===== src/rtl/mbi_pkg.sv =====
package mbi_pkg;
  typedef enum logic {
    CONV_SPLIT = 1'b0,
    CONV_DS_RW = 1'b1
  } conv_e;
endpackage


===== src/rtl/mbi_sync.sv =====
// Pin oversampling pipeline; every bit passes through the same number of stages
module mbi_sync #(
  parameter int W      = 8,
  parameter int STAGES = 2
) (
  input  logic         clk,
  input  logic         rst_n,
  input  logic [W-1:0] d,
  output logic [W-1:0] q
);
  logic [STAGES-1:0][W-1:0] pipe_q;

  always_ff @(posedge clk or negedge rst_n) begin
    if (!rst_n) begin
      pipe_q <= '0;
    end else begin
      for (int i = STAGES - 1; i > 0; i--) pipe_q[i] <= pipe_q[i-1];
      pipe_q[0] <= d;
    end
  end

  assign q = pipe_q[STAGES-1];
endmodule


===== src/rtl/mbi_strobe_decode.sv =====
// Turns sampled strobe levels into address, write and read events
module mbi_strobe_decode
  import mbi_pkg::*;
(
  input  logic  clk,
  input  logic  rst_n,
  input  conv_e conv,
  input  logic  valid_s,
  input  logic  as_s,
  input  logic  ds_s,
  input  logic  rw_s,
  input  logic  ce_n_s,
  output logic  as_fall,
  output logic  wr_evt,
  output logic  rd_act,
  output logic  rd_start
);
  logic vld_p_q, as_p_q, ds_p_q, rw_p_q, rd_p_q;
  logic both_valid, ds_wr, split_wr;

  always_comb begin
    both_valid = valid_s & vld_p_q;
    as_fall    = both_valid & as_p_q & ~as_s;
    ds_wr      = ds_p_q & ~ds_s & ~rw_s;
    split_wr   = ~rw_p_q & rw_s;
    wr_evt     = both_valid & ~ce_n_s & ((conv == CONV_DS_RW) ? ds_wr : split_wr);
    rd_act     = valid_s & ~ce_n_s & ((conv == CONV_DS_RW) ? (ds_s & rw_s) : ~ds_s);
    rd_start   = rd_act & ~rd_p_q;
  end

  always_ff @(posedge clk or negedge rst_n) begin
    if (!rst_n) begin
      vld_p_q <= 1'b0;
      as_p_q  <= 1'b0;
      ds_p_q  <= 1'b0;
      rw_p_q  <= 1'b0;
      rd_p_q  <= 1'b0;
    end else begin
      vld_p_q <= valid_s;
      as_p_q  <= as_s;
      ds_p_q  <= ds_s;
      rw_p_q  <= rw_s;
      rd_p_q  <= rd_act;
    end
  end
endmodule


===== src/rtl/mbi_front.sv =====
module mbi_front
  import mbi_pkg::*;
#(
  parameter int ADDR_W      = 7,
  parameter int DATA_W      = 8,
  parameter int SYNC_STAGES = 2,
  parameter int RST_STAGES  = 2
) (
  input  logic              clk,
  input  logic              rst_n,
  input  logic              mode_pin,
  input  logic              as_pin,
  input  logic              ds_pin,
  input  logic              rw_pin,
  input  logic              ce_n,
  input  logic [DATA_W-1:0] ad_in,
  output logic [DATA_W-1:0] ad_out,
  output logic              ad_oe,
  output logic [ADDR_W-1:0] reg_addr,
  output logic [DATA_W-1:0] reg_wdata,
  output logic              reg_wr,
  output logic              reg_rd,
  input  logic [DATA_W-1:0] reg_rdata
);
  localparam int SW = DATA_W + 5;

  // reset: asserted at once, released after RST_STAGES clocks
  logic [RST_STAGES-1:0] rst_q;
  logic                  core_rst_n;

  always_ff @(posedge clk or negedge rst_n) begin
    if (!rst_n) rst_q <= '0;
    else        rst_q <= {rst_q[RST_STAGES-2:0], 1'b1};
  end
  assign core_rst_n = rst_q[RST_STAGES-1];

  // convention: only a definite 1 selects the data-strobe form
  conv_e conv_q;
  always_ff @(posedge clk or negedge core_rst_n) begin
    if (!core_rst_n)           conv_q <= CONV_SPLIT;
    else if (mode_pin == 1'b1) conv_q <= CONV_DS_RW;
    else                       conv_q <= CONV_SPLIT;
  end

  // pin sampling, a constant 1 rides along as the valid marker
  logic [SW-1:0]     sync_q;
  logic              valid_s, ce_n_s, as_s, ds_s, rw_s;
  logic [DATA_W-1:0] ad_s;

  mbi_sync #(.W(SW), .STAGES(SYNC_STAGES)) u_sync (
    .clk   (clk),
    .rst_n (core_rst_n),
    .d     ({1'b1, ce_n, as_pin, ds_pin, rw_pin, ad_in}),
    .q     (sync_q)
  );
  assign {valid_s, ce_n_s, as_s, ds_s, rw_s, ad_s} = sync_q;

  logic as_fall, wr_evt, rd_act, rd_start;

  mbi_strobe_decode u_dec (
    .clk      (clk),
    .rst_n    (core_rst_n),
    .conv     (conv_q),
    .valid_s  (valid_s),
    .as_s     (as_s),
    .ds_s     (ds_s),
    .rw_s     (rw_s),
    .ce_n_s   (ce_n_s),
    .as_fall  (as_fall),
    .wr_evt   (wr_evt),
    .rd_act   (rd_act),
    .rd_start (rd_start)
  );

  // next state
  logic [ADDR_W-1:0] addr_q, addr_d;
  logic [DATA_W-1:0] wdata_q, wdata_d;
  logic              wr_q, rd_q, oe_q;

  always_comb begin
    addr_d  = addr_q;
    wdata_d = wdata_q;
    if (as_fall) addr_d  = ad_s[ADDR_W-1:0];
    if (wr_evt)  wdata_d = ad_s;
  end

  always_ff @(posedge clk or negedge core_rst_n) begin
    if (!core_rst_n) begin
      addr_q  <= '0;
      wdata_q <= '0;
      wr_q    <= 1'b0;
      rd_q    <= 1'b0;
      oe_q    <= 1'b0;
    end else begin
      addr_q  <= addr_d;
      wdata_q <= wdata_d;
      wr_q    <= wr_evt;
      rd_q    <= rd_start;
      oe_q    <= rd_act;
    end
  end

  assign reg_addr  = addr_q;
  assign reg_wdata = wdata_q;
  assign reg_wr    = wr_q;
  assign reg_rd    = rd_q;
  assign ad_oe     = oe_q;
  assign ad_out    = oe_q ? reg_rdata : '0;
endmodule


===== config.mk =====
export PLATFORM = sky130hd
export DESIGN_NAME = mbi_front
export DESIGN_NICKNAME = d
export VERILOG_FILES = /design/src/rtl/mbi_pkg.sv /design/src/rtl/mbi_sync.sv /design/src/rtl/mbi_strobe_decode.sv /design/src/rtl/mbi_front.sv
export SDC_FILE = /design/constraint.sdc
export NUM_CORES = 1
export LEC_CHECK = 0
export ABC_AREA = 1
export ABC_CLOCK_PERIOD_IN_PS = 1760
export BUFFER_PORTS_ARGS = -buffer_cell sky130_fd_sc_hd__buf_2
export CAP_MARGIN = 20
export CORE_UTILIZATION = 50
export DETAILED_ROUTE_END_ITERATION = 8
export GPL_TIMING_DRIVEN = 1
export PLACE_DENSITY = 0.77
export SYNTH_ARGS = -nofsm -noshare
export SYNTH_HDL_FRONTEND = slang
export SYNTH_SLANG_ARGS = --single-unit

===== constraint.sdc =====
create_clock -name clk -period 1.76 [get_ports clk]
set_input_delay 0.176 -clock clk [delete_from_list [all_inputs] [get_ports clk]]
set_output_delay 0.176 -clock clk [all_outputs]
set_load 0.005 [all_outputs]

# [After elaboration in Yosys (flattened, before gate mapping)]
# Cells that the tools add are included.
[classes] n_bitwise=18 muxes=4
[op_table] op="AND 1 bit" n=12
[op_table] op="two-way mux 8 bit" n=1
[op_table] op="NOT 1 bit" n=6
[op_table] op="two-way mux 1 bit" n=3
[word_totals] output_inout_bits=26 regBits=51 word_cells=35 in_bits=23

# [Longest topological paths before layout]
# Gate-level depths: netlist of the first run.
[logic_depth] depth_word=5 mapped_depth=7 mapped_depth_nobuf=7

# [Cells and area by module]
# A second synthesis of the first run with hierarchy kept.
[unflattened] cells_unflattened=151 hier_area_um2=1769.2
[by_module_without_submodules] module="mbi_front" cells_each=88 n_inst=1 seq_area_each_um2=525.5 area_each_um2=805.8
[by_module_without_submodules] module="mbi_sync" cells_each=39 n_inst=1 seq_area_each_um2=650.6 area_each_um2=748.2
[by_module_without_submodules] module="mbi_strobe_decode" cells_each=24 n_inst=1 seq_area_each_um2=125.1 area_each_um2=215.2

# [Worst setup path before layout of the first run]
# No wires, ideal clock.
[synth_timing] path_type="register to register" startpoint="reg u_sync.pipe_q, in the netlist u_sync.q[8]" endpoint="reg wdata_q[0], in the netlist reg_wdata[0]" setup_ns=0.117 synth_period_minus_slack_ns=0.994 n_path_buf=0 path_stages_with_launch=7 required_time_ns=1.643 slack_ns=0.766 arrival_ns=0.878 cell_sequence="dfrtp_1 -> nor2_2 -> nand2_2 -> nand2_4 -> nand3_4 -> nand2_1 -> nand2_1"
[synth_via] elab_chain_cells=4 word_cells_on_any_way=5 classes_between="1 x mux; 4 x bitwise"
[synth_lines] item="start: declaration" line_no="mbi_sync.sv:11" rtl="logic [STAGES-1:0][W-1:0] pipe_q;"
[synth_lines] item="NOT 1 bit" line_no="mbi_strobe_decode.sv:24" rtl="ds_wr = ds_p_q & ~ds_s & ~rw_s;"
[synth_lines] item="AND 1 bit" line_no="mbi_strobe_decode.sv:24"
[synth_lines] item="two-way mux 1 bit (*)" line_no="mbi_strobe_decode.sv:26" rtl="wr_evt = both_valid & ~ce_n_s & ((conv == CONV_DS_RW) ? ds_wr : split_wr);"
[synth_lines] item="AND 1 bit (*)" line_no="mbi_strobe_decode.sv:26"
[synth_lines] item="end signal: assignment" line_no="mbi_front.sv:96" rtl="wdata_q <= wdata_d;"
[synth_lines] item="end: declaration" line_no="mbi_front.sv:77" rtl="logic [DATA_W-1:0] wdata_q, wdata_d;"
# Mark *: on every way between the ends. The rest lies on a longest branch, timed or not.
# A chain may end at the register's enable or synchronous reset.

==> flow_metrics.tcl, run 1 <==
set metrics [dict create \
    status "finished, final reports clean" \
    antenna_found_initial 0 \
    drv_slew 0 \
    io_pins 49 \
    drt_iter0_drc 60 \
    cts_root_buf "clkbuf_4" \
    synth_cell_types 20 \
    postSynthAreaPerCell_um2 12.69 \
    vias 1105 \
    hp-class "input pin to asynchronous set/reset pin" \
    max_clock_freq_mhz 752.2 \
    finalCriticalPeriod_ns 1.329 \
    die_w_um 60.96 \
    rsz0062_at_grt "no" \
    vias_per_cell 4.350 \
    syn_to_final_growth_pct 30.67 \
    clock_sinks 51 \
    yosysWarnings 0 \
    ys_top_cells_by_area "dfrtp_1, nand2_1, inv_1" \
    first_global_vias 1072 \
    num-fill-cells 265 \
    skew_ns 0.007056 \
    finalSetupViolCount 0 \
    pre_cts_ws_ns 0.5551 \
    grt_pass1_wl_um 4754 \
    grt_max_degree 25 \
    postRouteAntennaNets 0 \
    globalRouteTotalUtil_pct 18.59 \
    synth_area_um2 1738 \
    maxCapViolations 0 \
    port_buffers 48 \
    whs_ns 0.1106 \
    post-dp-hpwl_um 2166 \
    layout_common_cells "dfrtp_1, buf_2, nand2_1" \
    drt_wl_total_um 2883 \
    finalCritPeriodShare_pct 75.54 \
    rows 21 \
    synth_seq_cells 51 \
    p_leak_nw 1.272 \
    cts_made_buffers 5 \
    gp_congestion 0.7489 \
    layout-drive-gt1-share_pct 38.94 \
    clock_latency_ns 0.36 \
    cp.required_ns 1.58 \
    final_cells 254 \
    critical_path.max_fanout 10 \
    coreArea_um2 3337 \
    ys_seq_area_share_pct 73.43 \
    critPathArrivalTime_ns 1.15 \
    drc 0 \
    p_per_area_nw_per_um2 1020 \
    critPathKind "flip-flop to output pin" \
    tns_ns 0 \
    r2r_slack_ns 0.55 \
    dr.pass1.iters 4 \
    layout_commonest_cell "dfrtp_1" \
    multiInputGateArea_um2 362.8 \
    synthCells 137 \
    cts_tree "done" \
    cts.htree.levels 2 \
    die_h_um 60.96 \
    avgRoutedWirePerCell_um 11.35 \
    grt_overflow 0 \
    clk_pin_slew_worst_paths_ns 0.14 \
    finalPower_mw 2.316 \
    netlist.area_leader.share_pct 73.43 \
    postCtsSetupBuffers 0 \
    synth_top_cell_by_area "dfrtp_1" \
    start_util_pct 52.08 \
    n_antenna_cell 0 \
    start_kind "flip-flop" \
    endpoint_kind "output pin" \
    ir_drop_uv 552.0 \
    setup_ws_ns 0.4305 \
    clk_path_buf_depth 2 \
    dieArea_um2 3716 \
    place_inst 232 \
    regArea_um2 1277 \
    finalNetCount 230 \
    hold_viol 0 \
]
[area by class of cell]
class	instances	share of cell area, %
clock buffers	6	2.259
clock inverters	2	1.708
inverters	22	3.857
multi-input cells	63	15.98
flip-flops and latches	51	56.25
well taps	46	2.534
repair buffers	64	17.41
[metrics by stage]
| stage | area (um^2) | utilization (%) |
|---|---|---|
| final | 2271 | 68.05 |
| after global placement | 2041 | 61.15 |
| after detailed placement | 2041 | 61.15 |
| after global routing | 2271 | 68.05 |
| after CTS | 2271 | 68.05 |
| after floorplan | 1742 | - |
[registers in the layout, indices dropped and copies added (netlist names)]
name           cells
u_dec.rd_p_q       1
u_dec.as_p_q       1
reg_addr           7
reg_wr             1
u_dec.ds_p_q       1
u_dec.vld_p_q      1
rst_q              2
u_sync.q          13
reg_wdata          8
conv_q             1
u_dec.rw_p_q       1
reg_rd             1
u_sync.pipe_q     13
[cells in the mapped netlist, drive strengths merged]
master  count
clkinv      1
nand3       9
a21oi       1
nand4       1
nor3        1
inv        21
conb        1
clkbuf      1
o21ai       7
buf         1
dfrtp      51
nor4        1
nor2        3
nand2      38
[worst max-delay path, stage by stage (launching register included)]
cell and delay [ns]:
dfrtp_1 0.53, nand2_1 0.10, inv_1 0.07, buf_2 0.10
[cells by family after synthesis]
logic type / count (synthesis) / synth area share, %
compound gates: 8 / 3.815
buf+inv: 24 / 5.904
flops: 51 / 73.43
other cells: 1 / 0.2158
simple gates: 53 / 16.63
[worst paths after layout]
kind                                            start                      end  cells past startpoint
max                            u_dec.rd_p_q$_DFF_PN0_                ad_out[6]                      3
min                                             rst_n       rst_q[0]$_DFF_PN0_                      2
max reg2reg                    u_sync.q[12]$_DFF_PN0_  reg_addr[2]$_DFFE_PN0P_                      3
min reg2reg                        rst_q[1]$_DFF_PN0_         conv_q$_DFF_PN0_                      0
max in group asynchronous          rst_q[1]$_DFF_PN0_    u_sync.q[5]$_DFF_PN0_                      1
min in group clk           u_sync.pipe_q[2]$_DFF_PN0_    u_sync.q[2]$_DFF_PN0_                      0
[per-layer routing]
metal,GRT usage [%],routed length (um),vias to the layer above
li1,-,-,554
met4,10.71,45,0
met1,22.50,1139,522
met5,0,0,-
met3,4.478,89,5
met2,30.61,1609,24
[where the power goes]
| part | leakage, nW | switching, mW | total [mW] | internal (mW) |
|---|---|---|---|---|
| Clock | 0.0489 | 0.344 | 0.687 | 0.343 |
| Sequential | 0.613 | 0.0746 | 1.36 | 1.28 |
| Combinational | 0.610 | 0.131 | 0.272 | 0.142 |
| Total | 1.27 | 0.549 | 2.32 | 1.77 |
[repair_timing]
action	CTS	global route
endpoints found under the hold margin	15	0
gates resized for setup	0	0
hold buffers	14	0
(Power assumes the default switching activity.)
==> run 2: changes to the inputs <==
--- a/config.mk
+++ b/config.mk
@@ -6,7 +6,7 @@
 export NUM_CORES = 1
 export LEC_CHECK = 0
 export ABC_AREA = 1
-export ABC_CLOCK_PERIOD_IN_PS = 1760
+export ABC_CLOCK_PERIOD_IN_PS = 1300
 export BUFFER_PORTS_ARGS = -buffer_cell sky130_fd_sc_hd__buf_2
 export CAP_MARGIN = 20
 export CORE_UTILIZATION = 50
==> constraint.sdc (replaced) <==
create_clock -name clk -period 1.3 [get_ports clk]
set_input_delay 0.13 -clock clk [delete_from_list [all_inputs] [get_ports clk]]
set_output_delay 0.13 -clock clk [all_outputs]
set_load 0.005 [all_outputs]
==> flow_metrics.tcl, run 2 (synthesis results as in run 1) <==
set metrics [dict create \
    status "finished, final reports clean" \
    skew_ns 0.01551 \
    grt_overflow 0 \
    antenna_found_initial 0 \
    clock_sinks 51 \
    fin_area_um2 2258 \
    grt_max_degree 50 \
    drc 0 \
    clk_path_buf_depth 2 \
    layout_common_cells "dfrtp_1, buf_2, nand2_1" \
    syn_to_final_growth_pct 29.95 \
    critPathArrivalTime_ns 1.08 \
    avgRoutedWirePerCell_um 11.46 \
    cts.htree.levels 2 \
    clock_latency_ns 0.37 \
    globalRouteTotalUtil_pct 18.65 \
    clk_pin_slew_worst_paths_ns 0.13 \
    cts_root_buf "clkbuf_4" \
    layout-drive-gt1-share_pct 38.94 \
    coreArea_um2 3337 \
    gp_congestion 0.8764 \
    post-route-util_pct 67.68 \
    pre_cts_ws_ns 0.1695 \
    start_util_pct 52.08 \
    cts_made_buffers 5 \
    reg2reg_to "reg_wdata[1]$_DFFE_PN0P_" \
    placed_area_um2 2053 \
    p_leak_nw 1.261 \
    vias_per_cell 4.520 \
    r2r_start "u_sync.q[8]$_DFF_PN0_" \
    postCtsSetupBuffers 0 \
    critPathKind "flip-flop to output pin" \
    rows 21 \
    dieArea_um2 3716 \
    post-dp-hpwl_um 2080 \
    grt_pass1_wl_um 4747 \
    rsz0062_at_grt "no" \
    ir_drop_uv 966.5 \
    port_buffers 48 \
    io_pins 49 \
    final_cells 254 \
    die_h_um 60.96 \
    maxCapViolations 0 \
    max_clock_freq_mhz 829.9 \
    drt_iter0_drc 75 \
    whs_ns 0.06618 \
    hold_viol 0 \
    rr_worst_depth 6 \
    vias 1148 \
    start_kind "flip-flop" \
    hp-class "input pin to asynchronous set/reset pin" \
    tns_ns 0 \
    r2r_slack_ns 0.15 \
    die_w_um 60.96 \
    cts_tree "done" \
    drt_wl_total_um 2911 \
    postRouteAntennaNets 0 \
    drv_slew 0 \
    dr.pass1.iters 4 \
    critical_path.max_fanout 10 \
    finalNetCount 230 \
    layout_commonest_cell "dfrtp_1" \
    finalSetupViolCount 0 \
    p_per_area_nw_per_um2 1308 \
    place_inst 232 \
    finalCritPeriodShare_pct 92.69 \
    first_global_vias 1114 \
    setup_ws_ns 0.09497 \
    cp.required_ns 1.17 \
    finalCriticalPeriod_ns 1.205 \
    n_antenna_cell 0 \
    finalPower_mw 2.953 \
    endpoint_kind "output pin" \
]
## run 2: per-layer routing
| layer | vias up | GRT usage (%) | share of wire (%) |
|---|---|---|---|
| met1 | 555 | 21.08 | 41 |
| li1 | 551 | - | - |
| met4 | 0 | 9.416 | 3.4 |
| met5 | - | 0 | 0 |
| met3 | 12 | 7.463 | 4.7 |
| met2 | 30 | 30.77 | 51 |
## run 2: repair_timing
action,CTS,global route
gates resized for setup,0,1
hold endpoints to repair,15,0
endpoints found under the setup margin,0,8
hold buffers,14,0
## run 2: how the worst max path moves through the flow
stage | start | endpoint | slack [ns] | cells after the start
floorplan | u_sync.q[8]$_DFF_PN0_ | reg_wdata[0]$_DFFE_PN0P_ | 0.31 | 6
global placement | u_sync.q[8]$_DFF_PN0_ | reg_wdata[2]$_DFFE_PN0P_ | 0.26 | 6
detailed placement | u_sync.q[8]$_DFF_PN0_ | reg_wdata[1]$_DFFE_PN0P_ | 0.17 | 6
CTS | u_dec.rd_p_q$_DFF_PN0_ | ad_out[5] | 0.02 | 3
global route | u_dec.rd_p_q$_DFF_PN0_ | ad_out[6] | 0.02 | 3
finish | u_dec.rd_p_q$_DFF_PN0_ | ad_out[1] | 0.09 | 3
## run 2: area by class of cell
class                   count  area [um^2]
clock buffers               7        55.05
flip-flops and latches     51         1279
well taps                  46        57.56
clock inverters             1        8.758
multi-input cells          63        362.8
inverters                  22        87.58
fillers                   248         1079
repair buffers             64        407.9
## run 2: critical path: stages (launching register included)
cell and delay, ns:
dfrtp_2 0.49, nand2_1 0.09, inv_1 0.03, buf_2 0.11
## run 2: where the power goes
| part | total (mW) | internal [mW] | switching (mW) |
|---|---|---|---|
| combinational | 0.390 | 0.196 | 0.194 |
| sequential | 1.83 | 1.74 | 0.0944 |
| clock | 0.732 | 0.269 | 0.463 |
==> run 3: changes to the inputs <==
--- a/config.mk
+++ b/config.mk
@@ -12,6 +12,7 @@
 export CORE_UTILIZATION = 50
 export DETAILED_ROUTE_END_ITERATION = 8
 export GPL_TIMING_DRIVEN = 1
+export HOLD_SLACK_MARGIN = 0.08
 export PLACE_DENSITY = 0.77
 export SYNTH_ARGS = -nofsm -noshare
 export SYNTH_HDL_FRONTEND = slang
==> flow_metrics.tcl, run 3 (synthesis results as in run 1) <==
set metrics [dict create \
    critical_path.max_fanout 10 \
    place_inst 232 \
    max_clock_freq_mhz 829.2 \
    reg2reg_to "reg_wdata[1]$_DFFE_PN0P_" \
    tns_ns 0 \
    cp.required_ns 1.17 \
    layout-drive-gt1-share_pct 38.76 \
    p_leak_nw 1.265 \
    avgRoutedWirePerCell_um 11.55 \
    ir_drop_uv 969.2 \
    dieArea_um2 3716 \
    maxCapViolations 0 \
    drt_wl_total_um 2945 \
    die_h_um 60.96 \
    endpoint_kind "output pin" \
    rsz0062_at_grt "no" \
    globalRouteTotalUtil_pct 18.97 \
    port_buffers 48 \
    crit_path_end "ad_out[1]" \
    finalNetCount 231 \
    finalSetupViolCount 0 \
    cts_root_buf "clkbuf_4" \
    cts_tree "done" \
    io_pins 49 \
    whs_ns 0.2386 \
    antenna_found_initial 0 \
    layout_commonest_cell "dfrtp_1" \
    critPathArrivalTime_ns 1.08 \
    start_util_pct 52.08 \
    layout_common_cells "dfrtp_1, buf_2, nand2_1" \
    finalCritPeriodShare_pct 92.77 \
    clock_latency_ns 0.37 \
    rr_worst_depth 6 \
    rows 21 \
    finalCriticalPeriod_ns 1.206 \
    drc 0 \
    grt_overflow 0 \
    clock_sinks 51 \
    p_per_area_nw_per_um2 1304 \
    grt_max_degree 50 \
    grt_pass1_wl_um 4809 \
    clk_path_buf_depth 2 \
    regArea_um2 1279 \
    coreArea_um2 3337 \
    r2r_start "u_sync.q[8]$_DFF_PN0_" \
    num-fill-cells 248 \
    cts_made_buffers 5 \
    startpoint "u_dec.rd_p_q$_DFF_PN0_" \
    final_cells 255 \
    r2r_slack_ns 0.15 \
    n_antenna_cell 0 \
    critPathKind "flip-flop to output pin" \
    vias 1139 \
    multiInputGateArea_um2 362.8 \
    status "finished, final reports clean" \
    gp_congestion 0.8764 \
    skew_ns 0.01668 \
    vias_per_cell 4.467 \
    finalPower_mw 2.958 \
    first_global_vias 1091 \
    drv_slew 0 \
    die_w_um 60.96 \
    dr.pass1.iters 4 \
    postRouteAntennaNets 0 \
    clk_pin_slew_worst_paths_ns 0.14 \
    hp-class "flip-flop to asynchronous set/reset pin" \
    start_kind "flip-flop" \
    cts.htree.levels 2 \
    post-dp-hpwl_um 2080 \
    hold_viol 0 \
    drt_iter0_drc 69 \
    syn_to_final_growth_pct 30.53 \
]
[run 3: cell types whose count changed in the layout (fill, tap and decap cells not counted)]
cell           change
dlygate4sd3_1      +1
[run 3: what timing repair did]
action	CTS	global route
setup buffers	0	0
hold buffers	15	0
setup endpoints to repair	0	8
endpoints found under the hold margin	15	0
gates resized for setup	0	1
[run 3: layer usage]
layer / share of wire (%) / wire length (um) / GRT usage [%]
met5: 0 / 0 / 0
met3: 4.3 / 128 / 7.463
met2: 51 / 1495 / 29.98
met1: 42 / 1230 / 23.11
met4: 3.1 / 91 / 8.766
[run 3: worst min path at each step]
stage	startpoint	endpoint	slack [ns]	depth (start not counted)
CTS	rst_q[1]$_DFF_PN0_	reg_wdata[6]$_DFFE_PN0P_	0.26	1
global placement	rst_n	rst_q[0]$_DFF_PN0_	-0.09	1
floorplan	rst_n	rst_q[0]$_DFF_PN0_	-0.17	0
detailed placement	rst_n	rst_q[0]$_DFF_PN0_	-0.08	1
finish	rst_q[1]$_DFF_PN0_	reg_wdata[7]$_DFFE_PN0P_	0.24	1
global route	rst_q[1]$_DFF_PN0_	u_sync.q[11]$_DFF_PN0_	0.29	1
[run 3: worst max-delay path, cell delays in order, from the launching register on]
cell and delay [ns]:
dfrtp_2 0.49, nand2_1 0.09, inv_1 0.03, buf_2 0.11
[run 3: area by class of cell]
| type | count | area share, % |
|---|---|---|
| Clock buffer | 7 | 2.427 |
| Clock inverter | 1 | 0.3861 |
| Inverter | 22 | 3.861 |
| Multi-Input combinational cell | 63 | 16.00 |
| Sequential cell | 51 | 56.37 |
| Tap cell | 46 | 2.537 |
| Timing Repair Buffer | 65 | 18.42 |
[run 3: per-stage QoR]
| stage | cell area, um^2 | worst slack (ns) | util, % |
|---|---|---|---|
| 2_1_floorplan | 1743 | 0.3059 | - |
| 3_3_place_gp | 2053 | 0.2629 | 61.53 |
| 3_5_place_dp | 2053 | 0.1695 | 61.53 |
| 4_1_cts | 2267 | 0.02162 | 67.94 |
| 5_1_grt | 2268 | 0.02885 | 67.98 |
| 6_report | 2268 | 0.09400 | 67.98 |
[run 3: where the power goes]
part	internal, mW	switching [mW]	total, mW
combinational	0.198	0.195	0.393
clock	0.269	0.465	0.734
sequential	1.74	0.0945	1.83
total	2.20	0.755	2.96
